$ cat config.mk
export PLATFORM = sky130hd
export DESIGN_NAME = inv_write_enc
export DESIGN_NICKNAME = d
export VERILOG_FILES = /design/src/rtl/inv_enc_pkg.sv /design/src/rtl/inv_cell_cost.sv /design/src/rtl/inv_cost_sum.sv /design/src/rtl/inv_enc_decide.sv /design/src/rtl/inv_write_enc.sv
export SDC_FILE = /design/constraint.sdc
export NUM_CORES = 1
export LEC_CHECK = 0
export ABC_AREA = 1
export CORE_MARGIN = 10
export CORE_UTILIZATION = 55
export DETAILED_ROUTE_END_ITERATION = 7
export PLACE_DENSITY = 0.77
export SKIP_LAST_GASP = 1
export SYNTH_ARGS = -nofsm -noshare
export SYNTH_HDL_FRONTEND = slang
export SYNTH_HIERARCHICAL = 1
export SYNTH_SLANG_ARGS = --single-unit
$ cat constraint.sdc
create_clock -name clk_i -period 1.14 [get_ports clk_i]
set_input_delay 0.114 -clock clk_i [delete_from_list [all_inputs] [get_ports clk_i]]
set_output_delay 0.114 -clock clk_i [all_outputs]
set_load 0.1 [all_outputs]
$ cat src/rtl/inv_enc_pkg.sv
package inv_enc_pkg;

  typedef enum logic [1:0] {
    TR_00 = 2'b00,
    TR_01 = 2'b01,
    TR_10 = 2'b10,
    TR_11 = 2'b11
  } trans_e;

  function automatic trans_e classify(input logic old_b, input logic new_b);
    return trans_e'({old_b, new_b});
  endfunction

endpackage

$ cat src/rtl/inv_cell_cost.sv
module inv_cell_cost
  import inv_enc_pkg::*;
#(
  parameter int COST_W = 4
) (
  input  logic              old_i,
  input  logic              new_i,
  input  logic [COST_W-1:0] c01_i,
  input  logic [COST_W-1:0] c10_i,
  input  logic [COST_W-1:0] c00_i,
  input  logic [COST_W-1:0] c11_i,
  output logic [COST_W-1:0] plain_o,
  output logic [COST_W-1:0] inv_o
);

  function automatic logic [COST_W-1:0] pick(input trans_e t,
      input logic [COST_W-1:0] a, input logic [COST_W-1:0] b,
      input logic [COST_W-1:0] c, input logic [COST_W-1:0] d);
    unique case (t)
      TR_01:   return a;
      TR_10:   return b;
      TR_00:   return c;
      default: return d;
    endcase
  endfunction

  always_comb begin
    plain_o = pick(classify(old_i, new_i), c01_i, c10_i, c00_i, c11_i);
    inv_o   = pick(classify(old_i, ~new_i), c01_i, c10_i, c00_i, c11_i);
  end

endmodule

$ cat src/rtl/inv_cost_sum.sv
module inv_cost_sum #(
  parameter int N      = 33,
  parameter int COST_W = 4,
  parameter int SUM_W  = 10
) (
  input  logic [N*COST_W-1:0] costs_i,
  output logic [SUM_W-1:0]    sum_o
);

  always_comb begin
    sum_o = '0;
    for (int i = 0; i < N; i++) begin
      sum_o = sum_o + SUM_W'(costs_i[i*COST_W +: COST_W]);
    end
  end

endmodule

$ cat src/rtl/inv_enc_decide.sv
module inv_enc_decide #(
  parameter int DATA_W = 32,
  parameter int SUM_W  = 10
) (
  input  logic [SUM_W-1:0]  plain_i,
  input  logic [SUM_W-1:0]  inv_i,
  input  logic [DATA_W-1:0] new_row_i,
  output logic              invert_o,
  output logic [DATA_W-1:0] row_o
);

  // strict compare: ties keep the unmodified form
  always_comb begin
    invert_o = inv_i < plain_i;
    row_o    = new_row_i ^ {DATA_W{invert_o}};
  end

endmodule

$ cat src/rtl/inv_write_enc.sv
module inv_write_enc #(
  parameter int DATA_W = 32,
  parameter int COST_W = 4,
  localparam int NCELL = DATA_W + 1,
  localparam int SUM_W = COST_W + $clog2(NCELL + 1)
) (
  input  logic              clk_i,
  input  logic              rst_ni,
  input  logic              in_valid_i,
  output logic              in_ready_o,
  input  logic [DATA_W-1:0] old_row_i,
  input  logic              old_flag_i,
  input  logic [DATA_W-1:0] new_row_i,
  input  logic [COST_W-1:0] cost_01_i,
  input  logic [COST_W-1:0] cost_10_i,
  input  logic [COST_W-1:0] cost_00_i,
  input  logic [COST_W-1:0] cost_11_i,
  output logic              out_valid_o,
  input  logic              out_ready_i,
  output logic [DATA_W-1:0] enc_row_o,
  output logic              enc_flag_o,
  output logic [SUM_W-1:0]  cost_plain_o,
  output logic [SUM_W-1:0]  cost_inv_o
);

  // flag cell sits at the top; its plain target is 0, inverted target 1
  logic [NCELL-1:0]        cell_old;
  logic [NCELL-1:0]        cell_new;
  logic [NCELL*COST_W-1:0] plain_costs;
  logic [NCELL*COST_W-1:0] inv_costs;
  logic [SUM_W-1:0]        sum_plain;
  logic [SUM_W-1:0]        sum_inv;
  logic                    invert;
  logic [DATA_W-1:0]       row_next;
  logic                    accept;
  logic                    valid_q;

  assign cell_old = {old_flag_i, old_row_i};
  assign cell_new = {1'b0, new_row_i};

  for (genvar g = 0; g < NCELL; g++) begin : g_cell
    inv_cell_cost #(.COST_W(COST_W)) u_cell (
      .old_i  (cell_old[g]),
      .new_i  (cell_new[g]),
      .c01_i  (cost_01_i),
      .c10_i  (cost_10_i),
      .c00_i  (cost_00_i),
      .c11_i  (cost_11_i),
      .plain_o(plain_costs[g*COST_W +: COST_W]),
      .inv_o  (inv_costs[g*COST_W +: COST_W])
    );
  end

  inv_cost_sum #(.N(NCELL), .COST_W(COST_W), .SUM_W(SUM_W)) u_sum_plain (
    .costs_i(plain_costs),
    .sum_o  (sum_plain)
  );

  inv_cost_sum #(.N(NCELL), .COST_W(COST_W), .SUM_W(SUM_W)) u_sum_inv (
    .costs_i(inv_costs),
    .sum_o  (sum_inv)
  );

  inv_enc_decide #(.DATA_W(DATA_W), .SUM_W(SUM_W)) u_decide (
    .plain_i  (sum_plain),
    .inv_i    (sum_inv),
    .new_row_i(new_row_i),
    .invert_o (invert),
    .row_o    (row_next)
  );

  assign in_ready_o = !valid_q || out_ready_i;
  assign accept     = in_valid_i && in_ready_o;

  always_ff @(posedge clk_i or negedge rst_ni) begin
    if (!rst_ni) begin
      valid_q      <= 1'b0;
      enc_row_o    <= '0;
      enc_flag_o   <= 1'b0;
      cost_plain_o <= '0;
      cost_inv_o   <= '0;
    end else begin
      if (accept) begin
        valid_q      <= 1'b1;
        enc_row_o    <= row_next;
        enc_flag_o   <= invert;
        cost_plain_o <= sum_plain;
        cost_inv_o   <= sum_inv;
      end else if (out_ready_i) begin
        valid_q <= 1'b0;
      end
    end
  end

  assign out_valid_o = valid_q;

endmodule

* Word level (Yosys, flattened, before mapping)
Cells that the tools add are included.
** Storage, ports and cells
- Register bits after elaboration :: 54
- Input port bits :: 85
- Output and inout port bits :: 55
- Logic and storage cells :: 370
** Operators by class
- $add $sub $neg :: 64
- Order comparisons :: 1
- Equality and inequality tests :: 128
- Mux-type cells :: 68
- Bitwise gates (word level) :: 34
- Reduce and logical (&&, ||, !) cells :: 70
** Operators with widths (count)
- 4-bit one-hot mux with 3 select lines :: 64
- 10-bit by 4-bit adder with 10-bit output :: 62
- 2-bit logical NOT :: 66
- 2-bit by 1-bit equality test with 1-bit output (second input constant) :: 64
- 2-bit equality test (second input constant) :: 64
- 1-bit NOT :: 33
- 32-bit bitwise XOR :: 1
- 4-bit one-hot mux with 2 select lines :: 2
- 4-bit by 4-bit adder with 5-bit output :: 2
- 10-bit < comparator :: 1
- 1-bit 2-to-1 mux :: 2
- 2-bit nonzero test :: 1
- 1-bit logical AND :: 1
- 1-bit logical NOT :: 1
- 1-bit logical OR :: 1

* Depth between registers and ports, before layout
- Word-level depth :: 37
- Gate-level depth with buffers :: 42

* Hierarchy
Netlist, hierarchy kept.
** Modules (own cells, without submodules)
- inv_cell_cost :: instances 33, cells an instance 47, area an instance 264.0 um^2, seq. area each 0.0 um^2
- inv_cost_sum at u_sum_inv :: instances 1, cells an instance 445, area an instance 4115.2 um^2, seq. area each 0.0 um^2
- inv_cost_sum at u_sum_plain :: instances 1, cells an instance 449, area an instance 4095.2 um^2, seq. area each 0.0 um^2
- inv_write_enc :: instances 1, cells an instance 235, area an instance 2527.4 um^2, seq. area each 1351.3 um^2
- inv_enc_decide :: instances 1, cells an instance 185, area an instance 917.1 um^2, seq. area each 0.0 um^2

* Least setup slack after synthesis
Ideal clock, no wire load.
- Path type :: input port to flip-flop
- Start :: input old_row_i[22]
- End :: register enc_row_o[22]
- Library setup time :: 0.122 ns
- Arrival time :: 6.825 ns
- Data required time :: 1.018 ns
- Slack :: -5.807 ns
- Stages :: 36
- Path buffers :: 2
- Cell sequence :: buf_6 > nor2_4 > nand2_1 > nand4_1 > inv_1 > fa_1 > inv_1 > fa_1 > inv_1 > fa_1 > fa_1 > inv_1 > fa_1 > fa_1 > inv_1 > fa_1 > inv_1 > fa_1 > inv_1 > fa_1 > o21ai_1 > nand2_1 > xnor2_1 > inv_1 > ha_1 > nand2_1 > inv_1 > nand2_1 > nand2_1 > nand2_1 > nand3_4 > buf_4 > nand2_1 > nand2_1 > nand3_2 > nand2_1
** On the way
- Longest elaborated chain between the ends :: 15
- Elaborated cells between the ends (all ways) :: 32
- Classes of those cells :: 22 x add/sub; 1 x order compare; 4 x eq/ne; 2 x mux; 1 x bitwise; 2 x reduce/logical
** RTL lines
- start: declaration :: RTL line inv_write_enc.sv:11 : input logic [DATA_W-1:0] old_row_i,
- 2-bit equality test, or another cell as far along :: RTL line inv_cell_cost.sv:19 : unique case (t)
- 4-bit one-hot mux with 3 select lines * :: RTL line inv_cell_cost.sv:19
- net plain_costs[89] :: RTL line inv_write_enc.sv:29 : logic [NCELL*COST_W-1:0] plain_costs;
- 10-bit by 4-bit adder with 10-bit output * (11 in a row) :: RTL line inv_cost_sum.sv:13 : sum_o = sum_o + SUM_W'(costs_i[i*COST_W +: COST_W]);
- net sum_plain[4] :: RTL line inv_write_enc.sv:31 : logic [SUM_W-1:0] sum_plain;
- 10-bit < comparator * :: RTL line inv_enc_decide.sv:14 : invert_o = inv_i < plain_i;
- 32-bit bitwise XOR * :: RTL line inv_enc_decide.sv:15 : row_o = new_row_i ^ {DATA_W{invert_o}};
- net row_next[22] :: RTL line inv_write_enc.sv:34 : logic [DATA_W-1:0] row_next;
- end signal: assignment :: RTL line inv_write_enc.sv:85 : enc_row_o <= row_next;
- end: declaration :: RTL line inv_write_enc.sv:20 : output logic [DATA_W-1:0] enc_row_o,
The timed path passes the listed nets; every way through them passes the cells marked *.
A chain may end at the register's enable or synchronous reset.

* Final worst setup path
- Start :: input new_row_i[11]
- End :: register enc_row_o[16]
** On the way
- Longest elaborated chain between the ends :: 27
- Elaborated cells between the ends (all ways) :: 55
- Classes of those cells :: 44 x add/sub; 1 x order compare; 4 x eq/ne; 2 x mux; 2 x bitwise; 2 x reduce/logical
** RTL lines
- start: declaration :: RTL line inv_write_enc.sv:13 : input logic [DATA_W-1:0] new_row_i,
- 1-bit NOT * :: RTL line inv_cell_cost.sv:29 : inv_o = pick(classify(old_i, ~new_i), c01_i, c10_i, c00_i, c11_i);
- 2-bit equality test, or another cell as far along :: RTL line inv_cell_cost.sv:19
- 4-bit one-hot mux with 3 select lines * :: RTL line inv_cell_cost.sv:19
- net inv_costs[47] :: RTL line inv_write_enc.sv:30 : logic [NCELL*COST_W-1:0] inv_costs;
- 10-bit by 4-bit adder with 10-bit output * (22 in a row) :: RTL line inv_cost_sum.sv:13
- net sum_inv[6] :: RTL line inv_write_enc.sv:32 : logic [SUM_W-1:0] sum_inv;
- 10-bit < comparator * :: RTL line inv_enc_decide.sv:14
- 32-bit bitwise XOR * :: RTL line inv_enc_decide.sv:15
- net row_next[16] :: RTL line inv_write_enc.sv:34
Marked as above.

==> flow_summary.toml <==
[place]
placed_area_um2 = 25600
port_buffers = 139
dp_hpwl_um = 59700
place_congestion = 0.982
dp.cells = 3783

[setup_path]
slowest_delay_ns = 0.62
path_common_cell = "fa_1"
crit_path_start_kind = "primary input"
critPathCaptureType = "flip-flop"
critPathSlowestCell = "fa_1"
cp_max_fo = 12
path_class = "primary input to flip-flop"
crit_arrival_ns = 7.58
critical_path_required_ns = 1.37

[logic_synthesis]
syn-mean-instance-area_um2 = 7.11
yosys.cell_types.count = 31
netlist.area_leader.share_pct = 25.8
ys_ff_latch = 54
synth_common_cells = "nand3_1 (813), nand2_1 (530), inv_1 (473)"
ys_seq_area_share_pct = 6.63
mappedNetlistArea_um2 = 20400
synthArstFlopShare_pct = 100
syn_inst = 2865
syn_nets = 3269
yosysWarnings = 6
synth_ff_type = "dfrtp_1"
synth_most_common_cell = "nand3_1"
ys_top_cells_by_area = "fa_1 (26%), nand3_1 (20%), nand2_1 (9.8%)"
synth_edf_count = 0
synth_largest_area_cell = "fa_1"

[floorplan]
rows = 70
die_w_um = 212
core_area_um2 = 36600
start_util_pct = 55.6
die_h_um = 212
die_area_um2 = 45100
pin_count = 140

[sta]
rsz0062_at_grt = "yes"
fin_ws_ns = -6.21
fin_crit_sh_pct = 645
period_minus_slack_ns = 7.35
timing_hold_violations_final = 0
max_freq_mhz = 136
finClkSkew_ns = 0.00722
setup_viol = 55
final-max-slew-violation-count = 0

[clocking]
cts_buffers = 5
ctsLongestPathBuffers = 2
clk_pin_slew_worst_paths_ns = 0.07
root_buffer = "clkbuf_16"
clk_latency_ns = 0.29
cts_max_level = 2
cts.sinks = 54
cts_tree = "built"

[detailed_routing]
drc = 2
routed_wl_um = 88600
vias = 24900
drt_iter0_drc = 3464
wl_per_cell_um = 22.3
drtPass1Iterations = 8
viasPerCell = 6.27
ant_nets = 0

[global_route]
gr-total-overflow = 0
grt_max_degree = 55
grt_usage_pct = 36.9
grt_pass1_vias = 23900
antenna_found_initial = 3
grt_pass1_wl_um = 132000

[min_path]
min_path_type = "primary input to flip-flop"

[final_layout]
stdcell_count = 3978
drive_gt1_share_pct = 32.9
syn_to_final_growth_pct = 42.5
design_area_um2 = 29000
fin_nets = 3912

[outcome]
violations = "DRC, setup timing"
outcome = "finished, violations left"

[run]
drv_cap = 0
-- flip-flops by register name (all words and copies together), names as in the netlist --
signal        count
enc_row_o        32
cost_inv_o       10
cost_plain_o     10
enc_flag_o        1
out_valid_o       1
-- logic make-up after synthesis --
family,after synthesis,synth area share (%)
adders and majority gates,319,29.3
DFF,54,6.63
AOI/OAI and AO/OA,16,0.405
other,1,0.0184
and+or+nand+nor,1751,44.0
buffers and inverters,705,18.9
xor gates and xnor gates,19,0.817
-- placed cells by master, fill, tap and decap left out, types with 22 or more instances in the layout --
cell type	netlist	layout
nand3_2	50	65
nand4_1	296	296
buf_6	136	95
buf_4	7	463
nor2_4	35	37
buf_12	6	146
inv_2	68	99
fa_2	0	29
dfrtp_1	54	53
fa_1	262	233
nand2_1	530	449
nand3_1	813	795
nand2_4	2	22
nand2_2	1	61
ha_1	57	42
inv_1	473	420
-- routing by layer --
layer | GRT usage (%) | wire, um
met3 | 7.54 | 11200
met1 | 46.3 | 31100
met5 | 0 | 27
met2 | 59.0 | 39900
met4 | 19.1 | 6340
-- final timing paths --
kind	startpoint	end	slack, ns	cells after the start
setup / recovery	new_row_i[11]	enc_row_o[16]	-6.21	32
hold / removal	in_valid_i	out_valid_o	0.28	4
setup reg to reg	out_valid_o	enc_row_o[0]	-0.16	5
hold reg to reg	enc_row_o[3]	enc_row_o[3]	0.54	2
max in group asynchronous	rst_ni	out_valid_o	0.52	3
min in group asynchronous	rst_ni	cost_plain_o[0]	0.34	3
-- worst max-delay path: cells and delay by family --
kind                       cells  cell delay [ns]
adders and majority gates     10             4.63
buffers and inverters          7             0.98
and+or+nand+nor               15             1.86
-- cell type report --
class	count	area, um^2
diodes	1	2.50
clock buffers	6	129
clock inverters	2	37.5
fillers	2419	7580
inverters	541	2100
multi-input cells	2106	16000
flip-flops and latches	54	1360
well taps	468	586
repair buffers	800	8800
-- stage by stage --
stage / setup TNS (ns) / utilization [%] / hold slack (ns) / worst slack (ns)
detailed placement: -323.78 / 70.0 / 0.128 / -6.57
CTS: -288.44 / 76.9 / 0.245 / -5.94
global route: -312.54 / 79.3 / 0.283 / -6.48
floorplan: -271.89 / - / -0.182 / -5.61
global placement: -317.79 / 70.0 / 0.126 / -6.43
finish: -300.93 / 79.3 / 0.283 / -6.21
-- timing repair --
action	CTS	global route
endpoints found under the hold margin	54	0
setup endpoints to repair	54	54
cloned	29	3
pin swaps	111	108
resized for setup	404	190
buffers inserted	120	50
hold buffers	1	0
Power is left out: the tool's default activity adds up to more than one toggle a clock period on the data nets, which glitch-free logic cannot reach.
